<file path="src/rtl/wdog_pkg.sv">
package wdog_pkg;
  localparam logic [7:0] A_RELOAD = 8'h00;
  localparam logic [7:0] A_COUNT  = 8'h04;
  localparam logic [7:0] A_CTRL   = 8'h08;
  localparam logic [7:0] A_ACK    = 8'h0C;
  localparam logic [7:0] A_RAW    = 8'h10;
  localparam logic [7:0] A_MASKED = 8'h14;
  localparam logic [7:0] A_DEBUG  = 8'h18;
  localparam logic [7:0] A_GUARD  = 8'h1C;

  // control word layout: bit2 nmi select, bit1 escalate, bit0 run
  typedef struct packed {
    logic nmi_sel;
    logic esc_en;
    logic run;
  } ctrl_t;
endpackage

</file>
<file path="src/rtl/wdog_regs.sv">
module wdog_regs
  import wdog_pkg::*;
#(
  parameter int          DATA_W    = 32,
  parameter int          ADDR_W    = 8,
  parameter logic [31:0] KEY       = 32'h1ACCE551,
  parameter logic [31:0] LOAD_INIT = 32'hFFFF_FFFF
) (
  input  logic              clk,
  input  logic              rst,
  input  logic              wr_en,
  input  logic [ADDR_W-1:0] addr,
  input  logic [DATA_W-1:0] wr_data,
  output logic [DATA_W-1:0] load_q,
  output ctrl_t             ctrl_q,
  output logic              stall_q,
  output logic              locked_q,
  output logic              load_wr,
  output logic              ack_wr,
  output logic              run_start
);
  logic accepted;

  always_comb begin
    accepted  = wr_en && !locked_q;
    load_wr   = accepted && (addr == ADDR_W'(A_RELOAD));
    ack_wr    = accepted && (addr == ADDR_W'(A_ACK)) && wr_data[0];
    run_start = accepted && (addr == ADDR_W'(A_CTRL)) && wr_data[0] && !ctrl_q.run;
  end

  always_ff @(posedge clk) begin
    if (rst) begin
      load_q   <= DATA_W'(LOAD_INIT);
      ctrl_q   <= '0;
      stall_q  <= 1'b0;
      locked_q <= 1'b0;
    end else if (wr_en) begin
      if (addr == ADDR_W'(A_GUARD)) begin
        locked_q <= (wr_data != DATA_W'(KEY));
      end else if (!locked_q) begin
        if (addr == ADDR_W'(A_RELOAD)) load_q <= wr_data;
        if (addr == ADDR_W'(A_CTRL)) begin
          ctrl_q.run     <= ctrl_q.run | wr_data[0];
          ctrl_q.esc_en  <= wr_data[1];
          ctrl_q.nmi_sel <= wr_data[2];
        end
        if (addr == ADDR_W'(A_DEBUG)) stall_q <= wr_data[0];
      end
    end
  end

  AST_GUARD_HOLDS_LOAD: assert property (@(posedge clk) disable iff (rst)
    (locked_q && wr_en && addr == ADDR_W'(A_RELOAD)) |=> $stable(load_q));
  AST_RUN_STICKY: assert property (@(posedge clk) disable iff (rst)
    ctrl_q.run |=> ctrl_q.run);
  AST_GUARD_HOLDS_CTRL: assert property (@(posedge clk) disable iff (rst)
    (locked_q && wr_en && addr == ADDR_W'(A_CTRL)) |=> $stable(ctrl_q));
endmodule

</file>
<file path="src/rtl/wdog_counter.sv">
module wdog_counter #(
  parameter int          DATA_W    = 32,
  parameter logic [31:0] LOAD_INIT = 32'hFFFF_FFFF
) (
  input  logic              clk,
  input  logic              rst,
  input  logic              run,
  input  logic              esc_en,
  input  logic              stall_en,
  input  logic              halt,
  input  logic [DATA_W-1:0] load_val,
  input  logic [DATA_W-1:0] wr_data,
  input  logic              load_wr,
  input  logic              ack_wr,
  input  logic              run_start,
  output logic [DATA_W-1:0] cnt_q,
  output logic              flag_q,
  output logic              esc_q
);
  logic tick, sw_touch, expire;

  always_comb begin
    tick     = run && !(stall_en && halt);
    sw_touch = run_start || (load_wr && run) || ack_wr;
    expire   = tick && !sw_touch && (cnt_q == '0);
  end

  always_ff @(posedge clk) begin
    if (rst) begin
      cnt_q  <= DATA_W'(LOAD_INIT);
      flag_q <= 1'b0;
      esc_q  <= 1'b0;
    end else begin
      if (run_start)           cnt_q <= load_val;
      else if (load_wr && run) cnt_q <= wr_data;
      else if (ack_wr)         cnt_q <= load_val;
      else if (tick)           cnt_q <= (cnt_q == '0) ? load_val : cnt_q - 1'b1;

      if (ack_wr)                                    flag_q <= 1'b0;
      else if (expire || (load_wr && wr_data == '0)) flag_q <= 1'b1;

      if (expire && flag_q && esc_en) esc_q <= 1'b1;
    end
  end

  AST_STALL_HOLD: assert property (@(posedge clk) disable iff (rst)
    (stall_en && halt && !sw_touch) |=> $stable(cnt_q));
  AST_DOWN_STEP: assert property (@(posedge clk) disable iff (rst)
    (tick && !sw_touch && cnt_q != '0) |=> (cnt_q == $past(cnt_q) - 1'b1));
  AST_ESC_STICKY: assert property (@(posedge clk) disable iff (rst)
    esc_q |=> esc_q);
  AST_ESC_CAUSE: assert property (@(posedge clk) disable iff (rst)
    $rose(esc_q) |-> ($past(flag_q) && $past(esc_en)));
endmodule

</file>
<file path="src/rtl/wdog_timer.sv">
module wdog_timer
  import wdog_pkg::*;
#(
  parameter int          DATA_W    = 32,
  parameter int          ADDR_W    = 8,
  parameter logic [31:0] KEY       = 32'h1ACCE551,
  parameter logic [31:0] LOAD_INIT = 32'hFFFF_FFFF
) (
  input  logic              clk,
  input  logic              rst,
  input  logic              wr_en,
  input  logic              rd_en,
  input  logic [ADDR_W-1:0] addr,
  input  logic [DATA_W-1:0] wr_data,
  output logic [DATA_W-1:0] rd_data,
  input  logic              dbg_halt,
  output logic              irq_o,
  output logic              nmi_o,
  output logic              rst_req_o
);
  logic [DATA_W-1:0] load_q, cnt_q;
  ctrl_t             ctrl_q;
  logic              stall_q, locked_q, load_wr, ack_wr, run_start;
  logic              flag_q, esc_q, pend;

  wdog_regs #(.DATA_W(DATA_W), .ADDR_W(ADDR_W), .KEY(KEY), .LOAD_INIT(LOAD_INIT)) u_regs (
    .clk(clk), .rst(rst), .wr_en(wr_en), .addr(addr), .wr_data(wr_data),
    .load_q(load_q), .ctrl_q(ctrl_q), .stall_q(stall_q), .locked_q(locked_q),
    .load_wr(load_wr), .ack_wr(ack_wr), .run_start(run_start)
  );

  wdog_counter #(.DATA_W(DATA_W), .LOAD_INIT(LOAD_INIT)) u_cnt (
    .clk(clk), .rst(rst), .run(ctrl_q.run), .esc_en(ctrl_q.esc_en),
    .stall_en(stall_q), .halt(dbg_halt), .load_val(load_q), .wr_data(wr_data),
    .load_wr(load_wr), .ack_wr(ack_wr), .run_start(run_start),
    .cnt_q(cnt_q), .flag_q(flag_q), .esc_q(esc_q)
  );

  assign pend      = flag_q && ctrl_q.run;
  assign rst_req_o = esc_q;

  always_ff @(posedge clk) begin
    if (rst) begin
      irq_o   <= 1'b0;
      nmi_o   <= 1'b0;
      rd_data <= '0;
    end else begin
      irq_o <= pend && !ctrl_q.nmi_sel;
      nmi_o <= pend && ctrl_q.nmi_sel;
      if (rd_en) begin
        case (addr)
          ADDR_W'(A_RELOAD): rd_data <= load_q;
          ADDR_W'(A_COUNT):  rd_data <= cnt_q;
          ADDR_W'(A_CTRL):   rd_data <= DATA_W'(ctrl_q);
          ADDR_W'(A_RAW):    rd_data <= DATA_W'(flag_q);
          ADDR_W'(A_MASKED): rd_data <= DATA_W'(pend);
          ADDR_W'(A_DEBUG):  rd_data <= DATA_W'(stall_q);
          ADDR_W'(A_GUARD):  rd_data <= DATA_W'(locked_q);
          default:           rd_data <= '0;
        endcase
      end
    end
  end

  AST_ONE_ROUTE: assert property (@(posedge clk) disable iff (rst)
    !(irq_o && nmi_o));
  AST_IRQ_FROM_FLAG: assert property (@(posedge clk) disable iff (rst)
    $rose(irq_o) |-> $past(flag_q));
endmodule

</file>
<file path="config.mk">
export PLATFORM = sky130hd
export DESIGN_NAME = wdog_timer
export DESIGN_NICKNAME = d
export VERILOG_FILES = /design/src/rtl/wdog_pkg.sv /design/src/rtl/wdog_regs.sv /design/src/rtl/wdog_counter.sv /design/src/rtl/wdog_timer.sv
export SDC_FILE = /design/constraint.sdc
export NUM_CORES = 1
export LEC_CHECK = 0
export ABC_CLOCK_PERIOD_IN_PS = 3100
export BUFFER_PORTS_ARGS = -buffer_cell sky130_fd_sc_hd__buf_2
export CAP_MARGIN = 15
export CORE_UTILIZATION = 58
export DETAILED_ROUTE_END_ITERATION = 8
export PLACE_DENSITY = 0.8
export SYNTH_ARGS = -nofsm -noshare
export SYNTH_HDL_FRONTEND = slang
export SYNTH_SLANG_ARGS = --single-unit
</file>
<file path="constraint.sdc">
create_clock -name clk -period 3.1 [get_ports clk]
set_input_delay 0.62 -clock clk [delete_from_list [all_inputs] [get_ports clk]]
set_output_delay 0.62 -clock clk [all_outputs]
set_load 0.01 [all_outputs]
</file>
==> impl_metrics.csv <==
group,metric,value,unit
outcome,outcome,"finished clean",
logic_synthesis,yosysTopAreaCellShare,0.352,
timing,finalHoldViolCount,0,
logic_synthesis,mappedNetlistNets,783,
timing,fmax,0.361,GHz
timing,setup-violations-final,0,
clock_tree,clockBufferDepth,2,
die,die_w,103,um
logic_synthesis,syn_inst,736,
logic_synthesis,synth_top_cells_by_area,"dfxtp_1 (35%), nand2_1 (6.4%), a22oi_1 (4.5%)",
final_layout,fillerInstances,832,
pwr,seqPwrFrac,0.561,
timing,slew_violations,0,
final_layout,n_antenna_cell,0,
die,rows,36,
detailed_routing,initialDrtViolationCount,631,
pwr,p_per_area,354,nW/um^2
critical_path,critical_path.top_delay_family,"simple AND/OR/NAND/NOR gates",
critical_path,cp_cell_sequence,"nor4_4 > nand4b_4 > or4_1 > and3_1 > a221oi_1 > o21ai_1",
logic_synthesis,synth-edff-count,0,
detailed_routing,drc,0,
critical_path,crit_arrival,3040,ps
pwr,power,2.42,mW
pwr,switchingPower,0.598,mW
critical_path,rrSetupSlack,330,ps
logic_synthesis,synth-seq-cells,105,
detailed_routing,first_pass_iters,6,
logic_synthesis,ys_warn_count,0,
global_routing,grt_pass1_vias,5925,
timing,worstMarginPinSlew,1060,ps
final_layout,fin_cells,949,
logic_synthesis,ys_seq_area_frac,0.352,
timing,setup_ws,326,ps
critical_path,crit_fanout,9,
die,die_h,103,um
logic_synthesis,synthMostInstantiatedCell,"dfxtp_1",
final_layout,final_layout_size_suffix_gt1_frac,0.186,
critical_path,crit_path_start_kind,"flip-flop",
detailed_routing,via_per_inst,6.84,
clock_tree,clock_latency,390,ps
place,dp.cells,934,
place,gp_congestion,1.09,
clock_tree,cts_buffers,9,
die,core,9860,um^2
clock_tree,clkSinkCount,105,
pwr,p_leak,2.63,nW
logic_synthesis,dominantRegCellSynth,"dfxtp_1",
pwr,irDropWorstVdd,411,uV
detailed_routing,wl,21300,um
clock_tree,cts_root_buffer,"clkbuf_8",
pwr,combPwrFrac,0.066,
global_routing,grt_pass1_wl,32400,um
pwr,sw_frac_of_total,0.247,
timing,max_slew_margin,0.291,
global_routing,grt_start_max_net_pins,64,
logic_synthesis,ys_types,72,
logic_synthesis,async_flop_share,0,
die,start_util,0.605,
final_layout,nets,859,
place,io_buffers,79,
critical_path,crit_slowest_cell,"or4_1",
logic_synthesis,avgSynthCellArea,8.11,um^2
final_layout,syn_to_final_growth,14.5,%
timing,fin_skew,11.3,ps
place,hpwl,15500,um
clock_tree,clkSlewWorstSetupHoldPaths,100,ps
final_layout,seq_area,2100,um^2
detailed_routing,wl_per_cell,22.4,um
clock_tree,cts_htree_levels,3,
hold_path,hp-class,"reg2reg",
global_routing,antenna_found_initial,0,
critical_path,slowest_delay,720,ps
critical_path,required,3370,ps
detailed_routing,detail-route-antenna-nets,0,
job,max-cap-violations,0,
timing,rsz0062_at_grt,"no",
pwr,clock_power_share,0.373,
clock_tree,cts_tree,"built",
logic_synthesis,synth_common_cells,"dfxtp_1 (105), nand2_1 (102), nor2_1 (55)",
clock_tree,postCtsHoldBufs,0,
critical_path,worstSetupPathType,"reg2reg",
timing,period_share,0.895,
global_routing,grt.overflow.total,0,
place,pre_cts_ws,248,ps
clock_tree,post_cts_buffers,0,
critical_path,critPathCaptureType,"flip-flop",
timing,fin_hold_ws,463,ps
clock_tree,ctsResizeCount,0,
logic_synthesis,syn-cell-area,5970,um^2
final_layout,multi_input_area,3630,um^2
logic_synthesis,synth.largest_area_cell,"dfxtp_1",
detailed_routing,vias,6487,
global_routing,gr-usage-all-layers,0.409,
critical_path,path_buf_inv,0,
timing,tns,0,ps
timing,min_period,2770,ps
die,io_pins,80,
pwr,internal_power,1.82,mW
die,dieArea,10700,um^2
## cells in the final DEF, fill, tap and decap left out, drive strengths merged, types with 3 or more instances in the layout
cell type,synthesis,layout
buf,7,118
dfxtp,105,105
nand2,102,102
nor2,55,55
o21ai,38,38
a22oi,36,36
nand3b,31,31
nor3,26,26
nor4,23,23
a21oi,22,22
a221oi,17,17
a2bb2oi,16,16
o2bb2ai,16,16
nor2b,16,16
nand3,14,14
xor2,13,13
clkbuf,46,11
nand4,10,10
a31oi,9,9
o211ai,9,9
inv,8,9
o22ai,8,8
xnor2,7,7
or3,7,7
mux2i,7,7
or4,6,6
a221o,5,5
a22o,5,5
nor3b,5,5
o32ai,5,5
or2,4,4
o221ai,4,4
o21a,4,4
and3,4,4
and2,4,4
o31ai,3,3
and4,3,3
a211oi,3,3
and4b,3,3
## tightest hold or removal path: cells and delay by family, from the launching register on
kind,cells,cell delay [ps]
AOI/OAI and AO/OA,1,50
DFF,1,320
and+or+nand+nor,1,60
## per-layer routing
layer	up-vias	routed length [um]	track usage
li1	2935	-	-
met1	3079	8190	0.513
met2	403	9870	0.653
met3	70	2330	0.103
met4	0	876	0.205
met5	-	0	0
## cells by family after synthesis
kind of cell | count (synthesis) | share of synthesized area
AND/OR/NAND/NOR | 321 | 0.290
buffers and inverters | 61 | 0.0413
flip-flops | 105 | 0.352
XOR/XNOR | 20 | 0.0294
multiplexers | 9 | 0.0155
AO/OA/AOI/OAI | 218 | 0.267
adder cells (fa/ha/maj) | 2 | 0.00419
## registers in the layout, summed over array words and instances (netlist names)
name             flops
u_cnt.cnt_q         32
u_regs.ctrl_q        3
u_regs.locked_q      1
u_cnt.esc_q          1
rd_data             32
irq_o                1
nmi_o                1
u_regs.stall_q       1
u_cnt.flag_q         1
u_regs.load_q       32
## through the flow
stage | cell area, um^2 | utilization
2_1_floorplan | 5970 | -
3_3_place_gp | 6630 | 0.672
3_5_place_dp | 6630 | 0.672
4_1_cts | 6830 | 0.693
5_1_grt | 6830 | 0.693
6_report | 6830 | 0.693
## cell type report
| type | instances | area share |
|---|---|---|
| Clock buffer | 11 | 0.0222 |
| Clock inverter | 4 | 0.00751 |
| Inverter | 8 | 0.00439 |
| Multi-Input combinational cell | 570 | 0.531 |
| Sequential cell | 105 | 0.308 |
| Tap cell | 133 | 0.0244 |
| Timing Repair Buffer | 118 | 0.103 |
## final timing paths
kind,start,to,cells after the start
worst max-delay path,u_cnt.cnt_q[9],u_cnt.cnt_q[14],6
worst min-delay path,rd_data[0],rd_data[0],2
worst max register to register,u_cnt.cnt_q[9],u_cnt.cnt_q[14],6
worst min register to register,rd_data[0],rd_data[0],2
## power by group through the flow
stage                     Clock (mW)  Sequential [mW]  Combinational (mW)
after CTS                      0.902             1.36               0.153
final                          0.902             1.36               0.160
after global routing           0.958             1.36               0.169
after detailed placement           0             1.39               0.152
after floorplan                    0             1.39              0.0741
after global placement             0             1.39               0.149
No activity file was read; power rests on OpenSTA's default activity.
